<file path="src/rtl/irrx_pkg.sv">
package irrx_pkg;
  localparam int unsigned BYTE_W  = 8;
  localparam int unsigned LEN_W   = 2 * BYTE_W;
  localparam int unsigned NFLAG   = 4;
  // sticky flag indices inside the flag vector
  localparam int unsigned F_OVR   = 0;
  localparam int unsigned F_CRC   = 1;
  localparam int unsigned F_PHY   = 2;
  localparam int unsigned F_LEN   = 3;
endpackage

</file>
<file path="src/rtl/irrx_fifo.sv">
module irrx_fifo
  import irrx_pkg::*;
#(
  parameter int unsigned DEPTH = 16
) (
  input  logic              clk,
  input  logic              rst,
  input  logic              wr_en,
  input  logic [BYTE_W-1:0] wr_data,
  input  logic              wr_last,
  input  logic              mark_en,
  input  logic              rd_en,
  output logic [BYTE_W-1:0] rd_data,
  output logic              rd_last,
  output logic              head_last,
  output logic              not_empty,
  output logic              full
);
  localparam int unsigned AW = $clog2(DEPTH);

  logic [BYTE_W-1:0] mem [DEPTH];
  logic [DEPTH-1:0]  tag;
  logic [AW-1:0]     wptr, rptr;
  logic [AW:0]       count;
  logic              pop;

  assign not_empty = (count != '0);
  assign full      = (count == (AW+1)'(DEPTH));
  assign pop       = rd_en & not_empty;
  assign head_last = not_empty & tag[rptr];

  // data array: plain write port and registered read, no reset
  always_ff @(posedge clk) begin
    if (wr_en) mem[wptr] <= wr_data;
    if (pop)   rd_data  <= mem[rptr];
  end

  always_ff @(posedge clk) begin
    if (rst) begin
      tag     <= '0;
      wptr    <= '0;
      rptr    <= '0;
      count   <= '0;
      rd_last <= 1'b0;
    end else begin
      if (wr_en) begin
        tag[wptr] <= wr_last;
        wptr      <= wptr + AW'(1);
      end
      if (mark_en) tag[wptr - AW'(1)] <= 1'b1;
      if (pop) begin
        rd_last <= tag[rptr];
        rptr    <= rptr + AW'(1);
      end
      count <= count + (AW+1)'(wr_en) - (AW+1)'(pop);
    end
  end

  // the frame controller never pushes into a full queue
  p_no_push_full_r8: assert property (@(posedge clk) disable iff (rst) wr_en |-> !full);
  // occupancy never exceeds the depth
  p_count_bound_r8: assert property (@(posedge clk) disable iff (rst) count <= (AW+1)'(DEPTH));
  // a forced end never coincides with a push
  p_no_mark_push_r6: assert property (@(posedge clk) disable iff (rst) !(wr_en && mark_en));
endmodule

</file>
<file path="src/rtl/irrx_frame_ctl.sv">
module irrx_frame_ctl
  import irrx_pkg::*;
(
  input  logic             clk,
  input  logic             rst,
  input  logic             byte_vld,
  input  logic             sof,
  input  logic             eof,
  input  logic             illegal,
  input  logic [LEN_W-1:0] max_len,
  input  logic             full,
  output logic             wr_en,
  output logic             wr_last,
  output logic             mark_en,
  output logic             len_set,
  output logic             ovr_set
);
  localparam logic [LEN_W-1:0] CNT_MAX = '1;

  logic             in_frame, ovf_frame, has_byte;
  logic [LEN_W-1:0] cnt, cnt_nx;
  logic             take, over, blocked;

  always_comb begin
    take    = byte_vld & ~illegal & (sof | in_frame);
    cnt_nx  = sof ? LEN_W'(1) : ((cnt == CNT_MAX) ? cnt : cnt + LEN_W'(1));
    over    = cnt_nx > max_len;
    blocked = over | (ovf_frame & ~sof);
    wr_en   = take & ~blocked & ~full;
    ovr_set = take & ~blocked & full;
    len_set = take & over;
    mark_en = illegal & in_frame & has_byte;
    wr_last = eof;
  end

  always_ff @(posedge clk) begin
    if (rst) begin
      in_frame  <= 1'b0;
      ovf_frame <= 1'b0;
      has_byte  <= 1'b0;
      cnt       <= '0;
    end else if (illegal) begin
      in_frame <= 1'b0;
      has_byte <= 1'b0;
    end else if (take) begin
      cnt       <= cnt_nx;
      ovf_frame <= over | (ovf_frame & ~sof);
      in_frame  <= ~eof;
      has_byte  <= eof ? 1'b0 : ((has_byte & ~sof) | wr_en);
    end
  end

  // after the limit trips, the next cycle writes nothing unless a new frame starts
  p_len_block_r5: assert property (@(posedge clk) disable iff (rst)
    len_set |=> (!wr_en || (byte_vld && sof)));
  // the frame count saturates instead of wrapping
  p_cnt_nowrap_r4: assert property (@(posedge clk) disable iff (rst)
    ($past(cnt) == CNT_MAX && !($past(take) && $past(sof))) |-> cnt == CNT_MAX);
endmodule

</file>
<file path="src/rtl/irrx_flags.sv">
module irrx_flags
  import irrx_pkg::*;
(
  input  logic             clk,
  input  logic             rst,
  input  logic [NFLAG-1:0] set,
  input  logic             clr,
  output logic [NFLAG-1:0] flags
);
  for (genvar i = 0; i < NFLAG; i++) begin : g_flag
    always_ff @(posedge clk) begin
      if (rst) flags[i] <= 1'b0;
      else     flags[i] <= (flags[i] & ~clr) | set[i];
    end
    // a flag holds until a read clears it
    p_sticky_r9: assert property (@(posedge clk) disable iff (rst)
      ($past(flags[i]) && !$past(clr)) |-> flags[i]);
    // a set in the read cycle wins over the clear
    p_set_wins_r9: assert property (@(posedge clk) disable iff (rst)
      $past(set[i]) |-> flags[i]);
  end
endmodule

</file>
<file path="src/rtl/irrx_frame_status.sv">
module irrx_frame_status
  import irrx_pkg::*;
#(
  parameter int unsigned FIFO_DEPTH = 16
) (
  input  logic              clk,
  input  logic              rst,
  input  logic              dec_vld,
  input  logic [BYTE_W-1:0] dec_byte,
  input  logic              dec_sof,
  input  logic              dec_eof,
  input  logic              dec_illegal,
  input  logic              crc_done,
  input  logic              crc_bad,
  input  logic [BYTE_W-1:0] max_len_lo,
  input  logic [BYTE_W-1:0] max_len_hi,
  input  logic              tx_shift_empty,
  input  logic              tx_hold_empty,
  input  logic              fifo_rd,
  output logic [BYTE_W-1:0] fifo_rd_data,
  output logic              fifo_rd_last,
  input  logic              stat_rd,
  output logic [7:0]        status
);
  logic             wr_en, wr_last, mark_en, len_set, ovr_set;
  logic             head_last, not_empty, full;
  logic [NFLAG-1:0] set_vec, flags;

  irrx_frame_ctl u_ctl (
    .clk(clk), .rst(rst), .byte_vld(dec_vld), .sof(dec_sof), .eof(dec_eof),
    .illegal(dec_illegal), .max_len({max_len_hi, max_len_lo}), .full(full),
    .wr_en(wr_en), .wr_last(wr_last), .mark_en(mark_en),
    .len_set(len_set), .ovr_set(ovr_set)
  );

  irrx_fifo #(.DEPTH(FIFO_DEPTH)) u_fifo (
    .clk(clk), .rst(rst), .wr_en(wr_en), .wr_data(dec_byte), .wr_last(wr_last),
    .mark_en(mark_en), .rd_en(fifo_rd), .rd_data(fifo_rd_data),
    .rd_last(fifo_rd_last), .head_last(head_last), .not_empty(not_empty), .full(full)
  );

  always_comb begin
    set_vec        = '0;
    set_vec[F_OVR] = ovr_set;
    set_vec[F_CRC] = crc_done & crc_bad;
    set_vec[F_PHY] = dec_illegal;
    set_vec[F_LEN] = len_set;
  end

  irrx_flags u_flags (.clk(clk), .rst(rst), .set(set_vec), .clr(stat_rd), .flags(flags));

  assign status = {head_last, tx_shift_empty, tx_hold_empty,
                   flags[F_LEN], flags[F_PHY], flags[F_CRC], flags[F_OVR], not_empty};

  // an illegal symbol is visible as a physical error on the next cycle
  p_phy_set_r6: assert property (@(posedge clk) disable iff (rst) $past(dec_illegal) |-> status[3]);
  // a pop from a single-entry queue with no push leaves it empty
  p_ready_drop_r8: assert property (@(posedge clk) disable iff (rst)
    ($past(fifo_rd) && $past(status[0]) && !$past(dec_vld) && !$past(u_fifo.count > 1)) |-> !status[0]);
endmodule

</file>
<file path="config.mk">
export PLATFORM = sky130hd
export DESIGN_NAME = irrx_frame_status
export DESIGN_NICKNAME = d
export VERILOG_FILES = /design/src/rtl/irrx_pkg.sv /design/src/rtl/irrx_fifo.sv /design/src/rtl/irrx_frame_ctl.sv /design/src/rtl/irrx_flags.sv /design/src/rtl/irrx_frame_status.sv
export SDC_FILE = /design/constraint.sdc
export NUM_CORES = 1
export LEC_CHECK = 0
export BUFFER_PORTS_ARGS = -buffer_cell sky130_fd_sc_hd__buf_2
export CAP_MARGIN = 20
export CORE_ASPECT_RATIO = 0.8
export CORE_UTILIZATION = 55
export DETAILED_ROUTE_END_ITERATION = 10
export PLACE_DENSITY_LB_ADDON = 0.2
export RECOVER_POWER = 25
export SLEW_MARGIN = 20
export SYNTH_ARGS = -nofsm -noshare
export SYNTH_HDL_FRONTEND = slang
export SYNTH_HIERARCHICAL = 1
export SYNTH_SLANG_ARGS = --single-unit
</file>
<file path="constraint.sdc">
create_clock -name clk -period 4.15 [get_ports clk]
set_input_delay 0.83 -clock clk [delete_from_list [all_inputs] [get_ports clk]]
set_output_delay 0.83 -clock clk [all_outputs]
set_load 0.03 [all_outputs]
</file>
==> impl_metrics.ini <==
[sta]
slew_headroom_pct = 27.6
final_hold_viol_count = 0
drv_slew = 0
worst_slack_ps = -79.2
skew_ps = 8.48
post-route-min-period_ps = 4230
max_freq_ghz = 0.236
period_share_pct = 102
rsz0062_at_grt = yes
worst_pin_slew_ps = 1090
setup_viol = 146

[route]
detailedRoute.firstIterationViolations = 594
met2_length_um = 9030
dr.pass1.iters = 5
drc_errors = 0
top_layer = met4
wl_met3_um = 1330
drt-met1-wl_um = 9090
wl_per_cell_um = 20.4
wl_um = 19700
antenna_left = 0
avgViaCountPerCell = 5.93
vias = 5716

[layout]
seq_area_um2 = 5150
n_antenna_cell = 0
fin_util_pct = 69.1
area_delta_synth_final_pct = 20.6
multi_input_area_um2 = 3440
layout.nets = 810
drive_gt1_share_pct = 32.0
fillers = 1017

[cts]
numCtsBuffers = 17
cts-root-buf = clkbuf_16
clock_sinks = 189
clockBufferDepth = 2
clk_pin_slew_ps = 70
cts_tree = built
cts_hold_buf = 0
htree_levels = 4
clk_latency_ps = 420

[power_and_ir_drop]
power.switching_uw = 1300
p_per_area_nw_per_um2 = 449
p_comb_share_pct = 21.4
swShare_pct = 27.5
ir_drop_v = 0.000302
clkPwrFrac_pct = 32.3
p_int_uw = 3430
leakage_uw = 0.00368
power_uw = 4740
power_frac_seq_pct = 46.4

[global_route]
grtUsageTotal_pct = 25.5
grt_overflow = 0
antenna_found_initial = 0
grt_max_degree = 56
grt_pass1_vias = 5505
grt_pass1_wl_um = 30400

[hold_path]
whs_path_depth = 2
min_to = u_flags/flags[2]
hp-class = flop to flop
hp-start = u_flags/flags[2]

[setup_path]
critPathArrivalTime_ps = 4480
path_buf_inv = 2
reg2reg_slack_ps = -80
r2r-start = u_ctl/cnt[1]
slowest_stage = or4_4
timing.rr.end = u_fifo/tag[4]
cp-start-kind = flop
cp_max_fo = 5
critPathKind = flop to flop
end_kind = flop
max_stage_delay_ps = 540
worstPathCellList = ha_4 > and2_4 > and4_4 > and3_2 > a31o_2 > nor2_2 > ha_1 > nand4_1 > buf_4 > nor3_2 > or4_4 > a211o_1 > a211oi_4 > buf_6 > and3_4 > and2_4 > mux2i_1 > a21oi_1
path_delay_family = simple AND/OR/NAND/NOR gates
critPathRequiredTime_ps = 4410
rr_worst_depth = 18
cp_common_cell = and2_4

[yosys]
synth-seq-area-share_pct = 58.8
synthArstFlopShare_pct = 0
synth-seq-cells = 189
ys.flop_type = edfxtp_1
synth_common_cells = 136 x edfxtp_1, 53 x dfxtp_1, 43 x nor2_1, 42 x a21oi_1, 40 x mux4_2
synth_edf_count = 136
synth.top_cells.by_area = edfxtp_1 47%, dfxtp_1 12%, mux4_2 10%
synth_cell_type_count = 61
syn-num-nets = 712
yosysMostFrequentCell = edfxtp_1
syn_area_um2 = 8750
synth_top_area_share_pct = 46.7
post_synth.cell_area_avg_um2 = 13.6
syn_inst = 645
yosysWarnings = 6
synth_top_cell_by_area = edfxtp_1

[die]
coreArea_um2 = 15300
num_io_pins = 53
num_rows = 40
die-area_um2 = 16400
dieHeight_um = 115
die_w_um = 143
initial_core_util_pct = 57.3

[placement]
post-place-ws_ps = -287
gp_congestion = 0.872
portBuffers = 48
dp_hpwl_um = 12900

[run_status]
violations = setup timing
status = finished, violations left

[job]
drv_cap = 0
==> stage by stage <==
step	std cells	area (um2)	hold WS [ps]	TNS, ps
floorplan	645	8780	461	-252
global placement	918	9670	460	-1710
CTS	955	10300	481	-270
detailed placement	918	9670	469	-6040
global route	964	10600	496	-19350
finish	964	10600	482	-6180
==> worst max-delay path by stage <==
stage                      start              end  cells past startpoint
floorplan           u_ctl/cnt[0]   u_fifo/tag[11]                     20
finish              u_ctl/cnt[1]    u_fifo/tag[4]                     18
CTS                 u_ctl/cnt[0]  u_fifo/count[4]                     21
global placement    u_ctl/cnt[0]  u_fifo/count[4]                     19
detailed placement  u_ctl/cnt[0]  u_fifo/count[4]                     19
global route        u_ctl/cnt[1]    u_fifo/tag[7]                     18
==> area by class of cell <==
type                       instances  area share [%]
clock inverter                    11            1.07
inverter                          37            1.32
tap                              210            2.49
multi-input combinational        379            32.6
sequential                       189            48.8
timing repair buffer             119            9.59
clock buffer                      19            4.10
==> worst min-delay path, delay by kind of cell (launching register included) <==
kind             cells  cell delay (ps)
AO/OA/AOI/OAI        1               60
AND/OR/NAND/NOR      1               70
flip-flops           1              310
==> power groups by stage <==
stage / combinational (uW) / clock [uW] / sequential [uW]
after floorplan: 730 / 0 / 2250
after global placement: 926 / 0 / 2240
after detailed placement: 947 / 0 / 2240
after CTS: 981 / 1560 / 2200
after global routing: 1100 / 1630 / 2210
final: 1010 / 1530 / 2200
==> repair_timing <==
item                       CTS  global route
gates resized for setup     22            44
buffers inserted             7            12
hold endpoints to repair     0             0
pin swaps                   11            34
setup endpoints to repair  137           148
==> cells by family after synthesis <==
kind of cell / synth area share [%]
flip-flops: 58.8
XOR/XNOR: 1.80
buffers and inverters: 4.45
adder cells (fa/ha/maj): 4.52
AND/OR/NAND/NOR: 9.89
AO/OA/AOI/OAI: 7.16
multiplexers: 13.4
==> layout by cell type (no fill, tap or decap), types with 8 or more instances in the layout <==
cell,synthesis,routed
mux4_2,40,40
nor2_1,43,40
nor3_1,13,11
xor2_1,8,8
dfxtp_1,53,49
o21ai_0,13,13
buf_4,9,45
buf_12,0,17
xnor2_1,10,9
ha_1,30,27
and2_4,0,17
mux2i_1,27,26
a31oi_1,10,8
inv_1,35,35
buf_6,5,9
nand2_1,16,13
a21oi_1,42,40
nand3_1,24,22
buf_2,5,42
edfxtp_1,136,136
clkbuf_1,16,8
clkbuf_16,0,17
==> registers in the layout, indices dropped and copies added, names as in the netlist <==
name	count
u_flags/flags	4
u_fifo/wptr	4
u_fifo/count	5
u_ctl/cnt	16
u_ctl/ovf_frame	1
u_fifo/rd_last	1
u_fifo/rptr	4
u_ctl/in_frame	1
u_fifo/mem	128
u_ctl/has_byte	1
u_fifo/tag	16
u_fifo/rd_data	8
==> routing by layer <==
layer	track usage, %	vias up
met3	5.46	28
met1	37.9	2837
met5	0	-
met2	38.8	226
li1	-	2625
met4	5.66	0
(Power assumes the default switching activity.)
